[src/rtl/xram_pkg.sv]
package xram_pkg;

    localparam int unsigned REG_AW   = 7;
    localparam int unsigned DATA_W   = 8;
    localparam int unsigned PTR_MAXW = 16;

    localparam logic [REG_AW-1:0] OFS_CTRL   = 7'h0A;
    localparam logic [REG_AW-1:0] OFS_EXT    = 7'h4A;
    localparam logic [REG_AW-1:0] OFS_PTR_LO = 7'h50;
    localparam logic [REG_AW-1:0] OFS_PTR_HI = 7'h51;
    localparam logic [REG_AW-1:0] OFS_PORT   = 7'h53;
    localparam logic [REG_AW-1:0] UPPER_BASE = 7'h40;

    localparam int unsigned BANK_BIT  = 4;
    localparam int unsigned BURST_BIT = 5;

    typedef enum logic [2:0] {
        TGT_NONE,
        TGT_CTRL,
        TGT_EXT,
        TGT_PTR_LO,
        TGT_PTR_HI,
        TGT_PORT
    } target_e;

    typedef struct packed {
        logic    rd;
        logic    wr;
        target_e tgt;
    } access_t;

    function automatic bit depth_ok(input int unsigned d);
        return (d == 128) || (d == 2048) || (d == 4096) || (d == 8192);
    endfunction

    function automatic access_t decode_access(
        input logic              strobe,
        input logic              write,
        input logic [REG_AW-1:0] ofs,
        input logic              upper
    );
        access_t a;
        a.rd  = strobe && !write;
        a.wr  = strobe && write;
        a.tgt = TGT_NONE;
        if (strobe) begin
            if (ofs == OFS_CTRL) begin
                a.tgt = TGT_CTRL;
            end else if (upper && ofs >= UPPER_BASE) begin
                case (ofs)
                    OFS_EXT:    a.tgt = TGT_EXT;
                    OFS_PTR_LO: a.tgt = TGT_PTR_LO;
                    OFS_PTR_HI: a.tgt = TGT_PTR_HI;
                    OFS_PORT:   a.tgt = TGT_PORT;
                    default:    a.tgt = TGT_NONE;
                endcase
            end
        end
        return a;
    endfunction

endpackage

[src/rtl/xram_decode.sv]
module xram_decode
    import xram_pkg::*;
(
    input  logic              sel,
    input  logic              wr_en,
    input  logic [REG_AW-1:0] reg_addr,
    input  logic              bank_up,
    output access_t           acc
);
    always_comb begin
        acc = decode_access(sel, wr_en, reg_addr, bank_up);
    end
endmodule

[src/rtl/xram_ctl.sv]
module xram_ctl
    import xram_pkg::*;
#(
    parameter int unsigned AW = 7
) (
    input  logic              clk,
    input  logic              rst,
    input  access_t           acc,
    input  logic [DATA_W-1:0] wr_data,
    output logic              bank_q,
    output logic              burst_q,
    output logic [AW-1:0]     ptr_q,
    output logic              port_wr
);
    logic [PTR_MAXW-1:0] ptr_wide;
    logic [PTR_MAXW-1:0] lo_merge;
    logic [PTR_MAXW-1:0] hi_merge;
    logic                port_hit;

    always_comb begin
        ptr_wide = PTR_MAXW'(ptr_q);
        lo_merge = {ptr_wide[15:8], wr_data};
        hi_merge = {wr_data, ptr_wide[7:0]};
        port_hit = (acc.tgt == TGT_PORT) && (acc.rd || acc.wr);
        port_wr  = (acc.tgt == TGT_PORT) && acc.wr;
    end

    always_ff @(posedge clk) begin
        if (rst) begin
            bank_q  <= 1'b0;
            burst_q <= 1'b0;
            ptr_q   <= '0;
        end else begin
            if (acc.wr && acc.tgt == TGT_CTRL)   bank_q  <= wr_data[BANK_BIT];
            if (acc.wr && acc.tgt == TGT_EXT)    burst_q <= wr_data[BURST_BIT];
            if (acc.wr && acc.tgt == TGT_PTR_LO) ptr_q   <= lo_merge[AW-1:0];
            if (acc.wr && acc.tgt == TGT_PTR_HI) ptr_q   <= hi_merge[AW-1:0];
            if (port_hit && burst_q)             ptr_q   <= ptr_q + 1'b1;
        end
    end
endmodule

[src/rtl/xram_store.sv]
module xram_store
    import xram_pkg::*;
#(
    parameter int unsigned DEPTH = 128,
    localparam int unsigned AW   = $clog2(DEPTH)
) (
    input  logic              clk,
    input  logic              we,
    input  logic [AW-1:0]     addr,
    input  logic [DATA_W-1:0] wdata,
    output logic [DATA_W-1:0] q
);
    logic [DATA_W-1:0] cells [DEPTH];

    always_ff @(posedge clk) begin
        if (we) cells[addr] <= wdata;
    end

    assign q = cells[addr];
endmodule

[src/rtl/xram_window.sv]
module xram_window
    import xram_pkg::*;
#(
    parameter int unsigned DEPTH = 128
) (
    input  logic        clk,
    input  logic        rst,
    input  logic        sel,
    input  logic        wr_en,
    input  logic [6:0]  reg_addr,
    input  logic [7:0]  wr_data,
    output logic [7:0]  rd_data
);
    localparam int unsigned AW = $clog2(DEPTH);

    access_t             acc;
    logic                bank_q;
    logic                burst_q;
    logic [AW-1:0]       ptr_q;
    logic                port_wr;
    logic [DATA_W-1:0]   mem_q;
    logic [PTR_MAXW-1:0] ptr_wide;
    logic [DATA_W-1:0]   rd_mux;
    logic [DATA_W-1:0]   rd_q;

    xram_decode u_decode (
        .sel      (sel),
        .wr_en    (wr_en),
        .reg_addr (reg_addr),
        .bank_up  (bank_q),
        .acc      (acc)
    );

    xram_ctl #(.AW(AW)) u_ctl (
        .clk     (clk),
        .rst     (rst),
        .acc     (acc),
        .wr_data (wr_data),
        .bank_q  (bank_q),
        .burst_q (burst_q),
        .ptr_q   (ptr_q),
        .port_wr (port_wr)
    );

    xram_store #(.DEPTH(DEPTH)) u_store (
        .clk   (clk),
        .we    (port_wr),
        .addr  (ptr_q),
        .wdata (wr_data),
        .q     (mem_q)
    );

    always_comb begin
        ptr_wide = PTR_MAXW'(ptr_q);
        rd_mux   = '0;
        case (acc.tgt)
            TGT_CTRL:   rd_mux[BANK_BIT]  = bank_q;
            TGT_EXT:    rd_mux[BURST_BIT] = burst_q;
            TGT_PTR_LO: rd_mux = ptr_wide[7:0];
            TGT_PTR_HI: rd_mux = ptr_wide[15:8];
            TGT_PORT:   rd_mux = mem_q;
            default:    rd_mux = '0;
        endcase
    end

    always_ff @(posedge clk) begin
        if (rst)         rd_q <= '0;
        else if (acc.rd) rd_q <= rd_mux;
    end

    assign rd_data = rd_q;
endmodule

[config.mk]
export PLATFORM = sky130hd
export DESIGN_NAME = xram_window
export DESIGN_NICKNAME = d
export VERILOG_FILES = /design/src/rtl/xram_pkg.sv /design/src/rtl/xram_decode.sv /design/src/rtl/xram_ctl.sv /design/src/rtl/xram_store.sv /design/src/rtl/xram_window.sv
export SDC_FILE = /design/constraint.sdc
export NUM_CORES = 1
export LEC_CHECK = 0
export BUFFER_PORTS_ARGS = -buffer_cell sky130_fd_sc_hd__buf_4
export CELL_PAD_IN_SITES_DETAIL_PLACEMENT = 0
export CELL_PAD_IN_SITES_GLOBAL_PLACEMENT = 1
export CORE_MARGIN = 4
export CORE_UTILIZATION = 50
export CTS_CLUSTER_DIAMETER = 30
export DETAILED_ROUTE_END_ITERATION = 6
export PLACE_DENSITY = 0.74
export SYNTH_ARGS = -nofsm -noshare
export SYNTH_HDL_FRONTEND = slang
export SYNTH_SLANG_ARGS = --single-unit
[constraint.sdc]
create_clock -name clk -period 3.5 [get_ports clk]
set_input_delay 1.05 -clock clk [delete_from_list [all_inputs] [get_ports clk]]
set_output_delay 1.05 -clock clk [all_outputs]
set_load 0.01 [all_outputs]
Word-level counts from Yosys, hierarchy flattened
Memory sizes are Yosys's and may differ from the RTL's. A register that Yosys moved wholly into a read port is not among the register bits.
Cells that the tools add are included.
- add/sub/neg operators: 1
- $mul: 0
- div/mod/pow operators: 0
- magnitude comparators: 1
- eq/ne operators: 11
- shift operators: 0
- multiplexer cells: 15
- bitwise gates (word level): 0
- reduce and logical (&&, ||, !) cells: 14
- operator list (kind ; count):
    $mux 7 ; 5
    $eq 7x7->1 const B ; 4
    $pmux 3 s4 ; 1
    $logic_and 1x1->1 ; 10
    $mux 3 ; 3
    $pmux 4 s2 ; 1
    $add 7x1->7 const B ; 1
    $eq 7x4->1 const B ; 1
    $ge 7x7->1 const B ; 1
    $eq 3x2->1 const B ; 2
    $eq 3x3->1 const B ; 2
    $pmux 1 s3 ; 2
    $pmux 2 s2 ; 1
    $eq 3x1->1 const B ; 1
    $mux 1 ; 2
    $ne 2x2->1 const B ; 1
    $reduce_and 2->1 ; 1
    $reduce_bool 2->1 ; 1
    $logic_not 1->1 ; 1
    $logic_or 1x1->1 ; 1
- register bits after elaboration: 17
- latch bits: 0
- bits in writable memories: 1024
- ROM bits: 0
- bits of input ports: 19
- output and inout port bits: 8
- word-level logic and storage cells: 47
- memories: 1
- memory list (memory ; depth ; width ; rd ports ; clocked after Yosys merged registers in ; wr ports ; RTL line ; RTL):
    u_store.cells ; 128 ; 8 ; 1 ; 1 ; 1 ; xram_store.sv:13 ; logic [DATA_W-1:0] cells [DEPTH];

Longest topological paths before layout
- word-level depth: 12
- gate-level depth with buffers: 12
- gate-level depth less buffers: 7

Cells and area by module
A second synthesis with hierarchy kept.
- cells, all modules: 2593
- area total of the unflattened synthesis: 41287.1 sq um
- modules (own cells, without submodules) (module ; instances ; cells an instance ; area an instance (sq um) ; seq. area each (sq um)):
    xram_store ; 1 ; 2467 ; 40273.6 ; 30749.5
    xram_ctl ; 1 ; 63 ; 535.5 ; 180.2
    xram_window ; 1 ; 47 ; 387.9 ; 160.2
    xram_decode ; 1 ; 16 ; 90.1 ; 0.0

Least setup slack after synthesis
No wires, ideal clock.
- path kind: input-to-reg
- start point: input port reg_addr[3]
- end point: memory u_store.cells[64][0], enable pin
- setup time: 0.395 ns
- data arrival time: 3.405 ns
- required time: 3.105 ns
- setup slack: -0.300 ns
- stages: 6
- path buffers: 1
- cell sequence: or4b_4 -> nor4_2 -> buf_2 -> and2_0 -> nand3_1 -> nor4_1
- word-level cells in the longest chain between the ends: 9
- elaborated cells on any way between the ends: 15
- those cells by class: order compare: 1; eq/ne: 6; mux: 6; reduce/logical: 2
- RTL lines (item ; RTL line ; RTL):
    start: declaration ; xram_window.sv:10 ; input logic [6:0] reg_addr,
    $ge 7x7->1 or $eq 7x7->1 (tied branches) ; xram_pkg.sv:49, xram_pkg.sv:50 ;
    $logic_and 1x1->1 or $pmux 3 s4 (tied branches) ; xram_pkg.sv:49, xram_pkg.sv:50 ;
    $mux 3 ; xram_pkg.sv:49 ; end else if (upper && ofs >= UPPER_BASE) begin
    $mux 3 (*) ; xram_pkg.sv:47 ; if (ofs == OFS_CTRL) begin
    $mux 3 (*) ; xram_pkg.sv:46 ; if (strobe) begin
    $eq 3x3->1 (*) ; xram_ctl.sv:25 ; port_wr = (acc.tgt == TGT_PORT) && acc.wr;
    $logic_and 1x1->1 (*) ; xram_ctl.sv:25 ;
    $mux 1 (*) ; xram_store.sv:16 ; if (we) cells[addr] <= wdata;
    $mux 1 (not written as such) (*) ; xram_store.sv:16 ;
    end: declaration ; xram_store.sv:13 ;
Every way passes the cells marked *; elsewhere a longest branch is shown, timed or not.

==> impl_metrics.yaml <==
layout:
  regArea_mm2: 0.0312
  multi_input_area_mm2: 0.00944
  syn_to_final_growth_pct: 22.6
  drive_gt1_share_pct: 31.6
  nets: 2483
  fillCellCount: 5577
route:
  drt_wl_total_mm: 108
  num_vias: 22698
  post_drt_via_cell_ratio: 6.15
  drt-initial-drc-count: 2969
  drc: 0
  dr.pass1.iters: 6
  ant_nets: 0
  wl_per_cell_um: 29.3
sta:
  timing.final.crit_period_ns: 3.33
  max_freq_mhz: 301
  setup_violations: 0
  setup_ws_ns: 0.174
  rsz0062_at_grt: "no"
  hold_violations: 0
  worst_pin_slew_ns: 0.748
  post-route-period-util_pct: 95.0
  clock_skew_ns: 0.0266
  worst_slew_margin_rel_pct: 50.1
  drv_slew: 0
synthesis:
  yosysSeqAreaShare_pct: 75.3
  synthTopCellsByCount: "edfxtp_1 (1024), mux4_2 (210), nor2_1 (161)"
  synthFlopType: "edfxtp_1"
  ys_warn_count: 0
  synth_seq_cells: 1048
  synthesis.instances: 2111
  ys_async_sr_fraction_pct: 0
  synth.top_cell.area_share_pct: 74.1
  synth_cell_types: 67
  syn_avg_cell_area_um2: 19.6
  synth-edff-count: 1024
  syn-num-nets: 2131
  yosysMostFrequentCell: "edfxtp_1"
  ys_top_cells_by_area: "edfxtp_1 (74%), mux4_2 (11%), mux2i_1 (3.3%), nor2_1 (1.5%), dfxtp_1 (1.2%)"
  synth_area_mm2: 0.0415
  yosysTopAreaCell: "edfxtp_1"
job:
  max-cap-violations: 0
clocking:
  cts_max_level: 4
  cts_tree: "built"
  cts_resized: 0
  holdBufCountCts: 0
  numClockSinks: 1048
  cts_max_path_buffers: 3
  post_cts_buffers: 0
  clk_pin_slew_ns: 0.06
  clk_latency_ns: 0.75
  cts-root-buf: "clkbuf_16"
  cts_buffers: 181
run_status:
  status: "complete, no violations"
critical_path:
  required_ns: 4.13
  path_max_fanout: 21
  critPathArrivalTime_ns: 3.95
  path_class: "reg2reg"
  cp-start-kind: "flop"
  ff2ff_path_depth: 9
  endpoint_kind: "flop"
global_route:
  grt_use_total_pct: 25.1
  grt_overflow: 0
  grt_max_degree: 66
  grt_pass1_wl_mm: 158
  antenna_found_initial: 1
  grt_pass1_vias: 23189
die:
  initial_core_util_pct: 50.5
  std_cell_rows: 105
  dieArea_mm2: 0.0876
  pin_count: 27
  die_width_um: 296
  core_area_mm2: 0.0821
  die_h_um: 296
pwr:
  ir_worst_vdd_uv: 403
  power.density_mw_per_mm2: 621
  p_leak_uw: 0.0161
  power_uw: 31600
placement:
  dp.final_hpwl_mm: 68.6
  gp_congestion: 0.900
  place_ws_ns: -0.0949
  port_buffers: 26
min_path:
  hp-class: "reg2reg"
  hold_depth: 2
  min-delay-start: "u_ctl.bank_q$_SDFFE_PP0P_"
[through the flow]
stage | instance area, um2 | util (%) | instances | hold WS, ns | TNS [ns]
2_1_floorplan | 41500 | - | 2111 | 0.499 | -0.988
3_3_place_gp | 44600 | 54.4 | 3350 | 0.559 | -35.08
3_5_place_dp | 44600 | 54.4 | 3350 | 0.563 | -15.22
4_1_cts | 50800 | 61.9 | 3690 | 0.573 | 0
5_1_grt | 50800 | 61.9 | 3690 | 0.633 | 0
6_report | 50900 | 61.9 | 3693 | 0.577 | 0
[critical path, cell delays in order, from the launching register on]
cell and delay [ns]:
dfxtp_4 0.49, buf_12 0.28, nand2b_1 0.57, o22ai_1 0.19, or3_1 0.35, o22ai_1 0.18, a21oi_1 0.14, a2111oi_0 0.70
buf_4 0.22, o31ai_1 0.06
[area by class of cell]
type,instances,area share (%)
multi-input combinational,928,18.6
clock buffer,194,9.09
sequential,1048,61.4
timing repair buffer,299,5.13
antenna,3,0.0148
clock inverter,146,3.10
inverter,5,0.0369
tap,1070,2.63
[power by group]
| part | internal [uW] | switching [uW] | leakage (uW) |
|---|---|---|---|
| combinational | 54.9 | 254 | 0.00378 |
| clock | 11200 | 6300 | 0.00296 |
| sequential | 13800 | 1.39 | 0.00940 |
[metal layers]
layer / routed length, um / GRT usage, % / share of wire [%] / up-vias
li1: - / - / - / 9516
met1: 43500 / 35.2 / 40 / 11811
met2: 51400 / 39.2 / 48 / 1183
met3: 9580 / 5.68 / 8.9 / 186
met4: 3580 / 9.16 / 3.3 / 2
met5: 11 / 0 / 0.010 / -
[layout by cell type, fill, tap and decap left out, drive strengths merged, types with 5 or more instances in the layout]
cell,instances
clkinv,72
inv,36
a22oi,16
mux2,5
a211oi,18
o221ai,21
nand3,36
buf,299
nand4,9
nor3,10
or2,8
clkbuf,194
dfxtp,24
mux4,213
a21oi,45
and2,5
bufinv,20
nor2,161
o22ai,14
nor4,7
nor2b,18
nand2,56
o21ai,40
mux2i,136
o211ai,6
edfxtp,1024
a221oi,31
and3,7
clkinvlp,23
nand2b,6
[state kept, by name, indices dropped and copies added (netlist names), named ones only]
name,flops
u_store.cells,1024
rd_data,8
u_ctl.burst_q,1
u_ctl.bank_q,1
u_ctl.ptr_q,7
[kinds of logic (layout without fill, tap and decap cells)]
logic type | Yosys count | after routing | share of synthesized area, %
other cells | 0 | 3 | 0
simple gates | 351 | 351 | 3.99
compound gates | 221 | 221 | 3.67
mux | 354 | 354 | 15.0
buf+inv | 135 | 644 | 1.96
xor+xnor | 1 | 1 | 0.0211
fa+ha+maj | 1 | 1 | 0.0302
flops | 1048 | 1048 | 75.3
[worst paths after layout]
path,to,slack [ns]
max,rd_data[5]$_SDFFE_PP0P_,0.17
max reg2reg,rd_data[5]$_SDFFE_PP0P_,0.17
min,u_ctl.bank_q$_SDFFE_PP0P_,0.58
min reg2reg,u_ctl.bank_q$_SDFFE_PP0P_,0.58
Power figures use the tool's default switching activity.
